## src/rtl/instr_decoder.sv

```systemverilog
module instr_decoder (
  input  logic [31:0] instr_i,
  output logic [5:0]  opcode_o,
  output logic [4:0]  rs_o,
  output logic [4:0]  rt_o,
  output logic [4:0]  rd_o,
  output logic [4:0]  shamt_o,
  output logic [5:0]  funct_o,
  output logic [1:0]  fmt_o,
  output logic [3:0]  alu_op_o,
  output logic        alu_src_imm_o,
  output logic        ovf_trap_o,
  output logic        reg_we_o,
  output logic [1:0]  dst_sel_o,
  output logic [4:0]  wr_addr_o,
  output logic        mem_rd_o,
  output logic        mem_wr_o,
  output logic        branch_o,
  output logic        branch_ne_o,
  output logic        jump_o,
  output logic        jump_reg_o,
  output logic [31:0] imm_ext_o,
  output logic        illegal_o
);

  localparam logic [5:0] OP_REG   = 6'h00;
  localparam logic [5:0] OP_J     = 6'h02;
  localparam logic [5:0] OP_JAL   = 6'h03;
  localparam logic [5:0] OP_BEQ   = 6'h04;
  localparam logic [5:0] OP_BNE   = 6'h05;
  localparam logic [5:0] OP_ADDI  = 6'h08;
  localparam logic [5:0] OP_ADDIU = 6'h09;
  localparam logic [5:0] OP_SLTI  = 6'h0A;
  localparam logic [5:0] OP_SLTIU = 6'h0B;
  localparam logic [5:0] OP_ANDI  = 6'h0C;
  localparam logic [5:0] OP_ORI   = 6'h0D;
  localparam logic [5:0] OP_XORI  = 6'h0E;
  localparam logic [5:0] OP_LUI   = 6'h0F;
  localparam logic [5:0] OP_LW    = 6'h23;
  localparam logic [5:0] OP_SW    = 6'h2B;

  localparam logic [3:0] ALU_ADD  = 4'd0;
  localparam logic [3:0] ALU_SUB  = 4'd1;
  localparam logic [3:0] ALU_AND  = 4'd2;
  localparam logic [3:0] ALU_OR   = 4'd3;
  localparam logic [3:0] ALU_XOR  = 4'd4;
  localparam logic [3:0] ALU_NOR  = 4'd5;
  localparam logic [3:0] ALU_SLT  = 4'd6;
  localparam logic [3:0] ALU_SLTU = 4'd7;
  localparam logic [3:0] ALU_PASS = 4'd8;

  localparam logic [1:0] DST_RD = 2'd0;
  localparam logic [1:0] DST_RT = 2'd1;
  localparam logic [1:0] DST_RA = 2'd2;

  typedef enum logic [1:0] {EXT_SIGN, EXT_ZERO, EXT_UPPER} ext_e;

  ext_e ext_mode;

  assign opcode_o = instr_i[31:26];
  assign rs_o     = instr_i[25:21];
  assign rt_o     = instr_i[20:16];
  assign rd_o     = instr_i[15:11];
  assign shamt_o  = instr_i[10:6];
  assign funct_o  = instr_i[5:0];

  always_comb begin
    fmt_o         = 2'd1;
    alu_op_o      = ALU_ADD;
    alu_src_imm_o = 1'b0;
    ovf_trap_o    = 1'b0;
    reg_we_o      = 1'b0;
    dst_sel_o     = DST_RD;
    mem_rd_o      = 1'b0;
    mem_wr_o      = 1'b0;
    branch_o      = 1'b0;
    branch_ne_o   = 1'b0;
    jump_o        = 1'b0;
    jump_reg_o    = 1'b0;
    illegal_o     = 1'b0;
    ext_mode      = EXT_SIGN;
    unique case (opcode_o)
      OP_REG: begin
        fmt_o    = 2'd0;
        reg_we_o = 1'b1;
        unique case (funct_o)
          6'h20: ovf_trap_o = 1'b1;
          6'h21: ;
          6'h22: begin alu_op_o = ALU_SUB; ovf_trap_o = 1'b1; end
          6'h23: alu_op_o = ALU_SUB;
          6'h24: alu_op_o = ALU_AND;
          6'h25: alu_op_o = ALU_OR;
          6'h26: alu_op_o = ALU_XOR;
          6'h27: alu_op_o = ALU_NOR;
          6'h2A: alu_op_o = ALU_SLT;
          6'h2B: alu_op_o = ALU_SLTU;
          6'h08: begin reg_we_o = 1'b0; jump_o = 1'b1; jump_reg_o = 1'b1; end
          default: begin reg_we_o = 1'b0; illegal_o = 1'b1; end
        endcase
      end
      OP_J:   begin fmt_o = 2'd2; jump_o = 1'b1; end
      OP_JAL: begin fmt_o = 2'd2; jump_o = 1'b1; reg_we_o = 1'b1; dst_sel_o = DST_RA; end
      OP_BEQ: begin alu_op_o = ALU_SUB; branch_o = 1'b1; end
      OP_BNE: begin alu_op_o = ALU_SUB; branch_o = 1'b1; branch_ne_o = 1'b1; end
      OP_ADDI, OP_ADDIU, OP_SLTI, OP_SLTIU,
      OP_ANDI, OP_ORI, OP_XORI, OP_LUI: begin
        alu_src_imm_o = 1'b1;
        reg_we_o      = 1'b1;
        dst_sel_o     = DST_RT;
        unique case (opcode_o)
          OP_ADDI:  ovf_trap_o = 1'b1;
          OP_SLTI:  alu_op_o = ALU_SLT;
          OP_SLTIU: alu_op_o = ALU_SLTU;
          OP_ANDI:  begin alu_op_o = ALU_AND; ext_mode = EXT_ZERO; end
          OP_ORI:   begin alu_op_o = ALU_OR;  ext_mode = EXT_ZERO; end
          OP_XORI:  begin alu_op_o = ALU_XOR; ext_mode = EXT_ZERO; end
          OP_LUI:   begin alu_op_o = ALU_PASS; ext_mode = EXT_UPPER; end
          default:  ;
        endcase
      end
      OP_LW: begin
        alu_src_imm_o = 1'b1;
        reg_we_o      = 1'b1;
        dst_sel_o     = DST_RT;
        mem_rd_o      = 1'b1;
      end
      OP_SW: begin
        alu_src_imm_o = 1'b1;
        mem_wr_o      = 1'b1;
      end
      default: illegal_o = 1'b1;
    endcase
    if (illegal_o) fmt_o = 2'd3;
  end

  always_comb begin
    unique case (dst_sel_o)
      DST_RT:  wr_addr_o = rt_o;
      DST_RA:  wr_addr_o = 5'd31;
      default: wr_addr_o = rd_o;
    endcase
  end

  always_comb begin
    unique case (ext_mode)
      EXT_ZERO:  imm_ext_o = {16'h0000, instr_i[15:0]};
      EXT_UPPER: imm_ext_o = {instr_i[15:0], 16'h0000};
      default:   imm_ext_o = {{16{instr_i[15]}}, instr_i[15:0]};
    endcase
  end

endmodule

```

## config.mk

```make
export PLATFORM = sky130hd
export DESIGN_NAME = instr_decoder
export DESIGN_NICKNAME = d
export VERILOG_FILES = /design/src/rtl/instr_decoder.sv
export SDC_FILE = /design/constraint.sdc
export NUM_CORES = 1
export LEC_CHECK = 0
export CAP_MARGIN = 15
export CORE_MARGIN = 1.5
export CORE_UTILIZATION = 29
export DETAILED_ROUTE_END_ITERATION = 8
export PLACE_DENSITY = 0.81
export SYNTH_ARGS = -nofsm -noshare
export SYNTH_HDL_FRONTEND = slang
export SYNTH_SLANG_ARGS = --single-unit
```

## constraint.sdc

```tcl
create_clock -name vclk -period 2.3
set_input_delay 0.23 -clock vclk [all_inputs]
set_output_delay 0.23 -clock vclk [all_outputs]
set_load 0.01 [all_outputs]
```

## After elaboration in Yosys (flattened, before gate mapping)

Index checks and enable logic that the tools add are counted.

| cells by class | value |
|---|---|
| eq/ne operators | 29 |
| muxes and demuxes | 25 |
| reduce and logical (&&, ||, !) cells | 13 |

Operator list:

| kind | count |
|---|---|
| $eq A6 B6 Y1 const B | 12 |
| $pmux W32 S2 | 1 |
| $eq A6 B4 Y1 const B | 9 |
| $reduce_or A10 Y1 | 3 |
| $pmux W4 S6 | 1 |
| $pmux W3 S7 | 1 |
| $reduce_or A14 Y1 | 1 |
| $eq A6 B2 Y1 const B | 2 |
| $eq A6 B3 Y1 const B | 2 |
| $pmux W2 S2 | 3 |
| $pmux W4 S3 | 1 |
| $mux W1 | 11 |
| $reduce_or A11 Y1 | 1 |
| $pmux W5 S2 | 1 |
| $reduce_or A9 Y1 | 1 |
| $pmux W1 S2 | 4 |
| $reduce_or A2 Y1 | 4 |
| $reduce_or A8 Y1 | 1 |
| $logic_not A6 Y1 | 1 |
| $eq A2 B1 Y1 const B | 2 |
| $eq A2 B2 Y1 const B | 2 |
| $mux W2 | 2 |
| $reduce_or A3 Y1 | 1 |

| storage, ports and cells | value |
|---|---|
| register bits | 0 |
| input bits | 32 |
| output and inout port bits | 87 |
| logic and storage cells | 67 |

## Logic depth before layout (Yosys ltp)

| depth | value |
|---|---|
| word-level depth | 6 |
| gate-level depth with buffers | 10 |
| mapped depth without buffers | 7 |

## Worst setup path before layout

No wires, ideal clock.

| timing | value |
|---|---|
| path kind | input port to output port |
| start point | in instr_i[30] |
| end point | out imm_ext_o[16] |
| arrival | 1.899 ns |
| data required time | 2.070 ns |
| path slack | 0.171 ns |
| cell stages on the path | 9 |
| path buffers | 2 |
| cells stage by stage | buf_2 nor2_1 nand3_1 nor2_1 inv_1 ha_1 nor2b_1 clkbuf_1 a21o_1 |

| on the way | value |
|---|---|
| word-level cells in the longest chain between the ends | 6 |
| elaborated cells on any way between the ends | 15 |
| classes of those cells | 10 x eq/ne; 3 x mux; 2 x reduce/logical |

RTL lines:

| element | line | text |
|---|---|---|
| start, declared | 2 | `input logic [31:0] instr_i,` |
| $eq A6 B4 Y1 | 82, 110 |  |
| $reduce_or A3 Y1 (no line) | - |  |
| $pmux W2 S2 | 110 | `unique case (opcode_o)` |
| $mux W2 * | 82 | `unique case (opcode_o)` |
| $eq A2 B2 Y1 / $eq A2 B1 Y1 (equally long branches) | 145 | `unique case (ext_mode)` |
| $pmux W32 S2 * | 145 |  |
| end, declared | 22 | `output logic [31:0] imm_ext_o,` |

Mark *: on every way between the ends. The rest lies on a longest branch, timed or not.

## Worst setup path in the final report

| timing | value |
|---|---|
| start point | in instr_i[28] |
| end point | out alu_op_o[0] |

| on the way | value |
|---|---|
| word-level cells in the longest chain between the ends | 3 |
| elaborated cells on any way between the ends | 15 |
| classes of those cells | 10 x eq/ne; 2 x mux; 3 x reduce/logical |

RTL lines:

| element | line | text |
|---|---|---|
| $eq A6 B4 Y1, or another cell as far along | 82, 110 |  |
| $pmux W4 S6, or another cell as far along | 110 |  |
| $pmux W4 S3 * | 82 |  |
| end, declared | 10 | `output logic [3:0] alu_op_o,` |

Marked as above.

==> results.ini <==
[min_path]
whs_path_depth=0
hp-class=input port to primary output

[final_layout]
diodes=0
area_delta_synth_final_pct=122
drive_gt1_share_pct=28.5
clkbuf_count=0
nets=322
ff_latch_area_um2=0
seq_cell_count=0

[detailed_routing]
wl_per_cell_um=12.6
num_vias=1556
first_pass_iters=4
drt_wl_total_um=4160
ant_nets=0
avgViaCountPerCell=4.72
drt_iter0_markers=22
drc=0

[flow_run]
cap_violations=0

[sta]
max_slew_margin_pct=79.0
hold_viol_final=0
rsz0062_at_grt=true
setup_viol_count_final=0
worst_slew_pin_slew_ps=314
drv_slew=0
hold_slack_ps=460
period_share_pct=97.5
period_minus_slack_ps=2240
fmax_ghz=0.446

[run_status]
status=completed

[placed_design]
port_buffers=109
dp_hpwl_um=3240
gp_congestion=0.780

[logic_synthesis]
yosysMostFrequentCell=buf_4
synth_top_area_share_pct=22.6
syn-num-nets=204
avgSynthCellArea_um2=6.32
synthCells=168
syn_area_um2=1060
synth_cell_type_count=38
ys_seq_area_share_pct=0
yosys_warnings=0
synth_area_leaders=buf_4 23%, a21o_1 11%, nor2b_1 9.4%
synth.top_cells.by_count=32 x buf_4, 16 x nor2b_1, 15 x a21o_1
synth_area_leader_cell=buf_4

[worst_setup_path]
slowest_stage=or4_4
worstPathArrival_ps=2010
cpPeakStageDelay_ps=490
cpMostUsedCell=or4_4
cp-end-kind=primary output
path_delay_family=simple AND/OR/NAND/NOR gates
crit_type=input port to primary output
crit_required_ps=2070
cp-start-kind=input port
path_buf_inv=3
cp_num_cells=6
worstPathCellList=dlygate4sd2_1, buf_4, or4_4, or4_4, o22ai_1, clkbuf_2
critPathMaxFanout=4

[global_routing]
grt_max_degree=16
grt_remaining_overflow=0
grt_usage_pct=18.9
antenna_found_initial=0
grt_pass1_vias=1458
grt_pass1_wl_um=6560

[floorplan]
die_w_um=63.5
start_util_pct=31.1
die_area_um2=4030
io_pins=119
std_cell_rows=21
die_h_um=63.5
core_area_um2=3420

[clock_tree]
postCtsHoldBufs=0

[power_and_ir_drop]
p_leak_nw=1.17
irDropWorstVdd_mv=0.0862
total_power_w=0.000394
powerDensity_nw_per_um2=167

==> layout make-up <==
type,instances,area (um2)
fillers,296,1060
multi-input cells,118,838
well taps,46,57.6
repair buffers,158,1430
inverters,8,30.0
==> worst paths after layout <==
check | slack, ps | endpoint | start
hold / removal | 460 | rs_o[2] | instr_i[23]
setup / recovery | 60 | alu_op_o[0] | instr_i[28]
==> logic make-up after synthesis <==
group / synth area share (%)
AND/OR/NAND/NOR: 36.3
buffers and inverters: 30.1
AO/OA/AOI/OAI: 27.1
adder cells (fa/ha/maj): 4.72
XOR/XNOR: 0.826
multiplexers: 0.943
==> where the power goes <==
| group | internal [W] | leakage (nW) | switching, W | total [W] |
|---|---|---|---|---|
| registers | 0 | 0 | 0 | 0 |
| clock network | 0 | 0 | 0 | 0 |
| logic | 0.000224 | 1.17 | 0.000170 | 0.000394 |
| total | 0.000224 | 1.17 | 0.000170 | 0.000394 |
==> repair_timing <==
action	in CTS	in global routing
hold endpoints to repair	0	0
buffers inserted	4	1
endpoints found under the setup margin	48	22
pin swaps	2	1
gates resized for setup	81	23
gates cloned	1	0
==> cell usage in the layout, fill, tap and decap left out, types with 2 or more instances in the layout <==
master / instances
nor2b_1: 14
nand2_1: 9
and3b_1: 2
nor4_1: 2
buf_12: 2
inv_1: 8
o21a_1: 2
ha_4: 2
nor2_1: 9
or2_2: 3
buf_6: 2
a21oi_1: 11
dlygate4sd2_1: 37
a21o_1: 15
clkbuf_2: 6
nor2_2: 3
clkdlybuf4s15_2: 4
nand2b_1: 5
dlymetal6s2s_1: 5
buf_4: 45
or4_4: 2
clkdlybuf4s50_1: 56
o21ai_0: 6
o21ai_1: 4
==> stage by stage <==
step | area (um2) | worst slack, ps | utilization [%] | setup TNS [ps] | instances
after floorplan | 1060 | 171 | - | 0 | 168
after global placement | 2270 | -526 | 66.4 | -18980 | 324
after detailed placement | 2270 | -575 | 66.4 | -21510 | 324
after CTS | 2340 | 2.01 | 68.5 | 0 | 329
after global routing | 2360 | -12.3 | 69.0 | -67.5 | 330
final | 2360 | 56.9 | 69.0 | 0 | 330
==> per-layer routing <==
metal  up-vias  track usage, %  wire length [um]
li1        773               -                 -
met1       713            21.5              1700
met2        70            37.8              2160
met3         0            3.21               300
met4         0           0.815                 0
met5         -               0                 0
(Power assumes the default switching activity.)
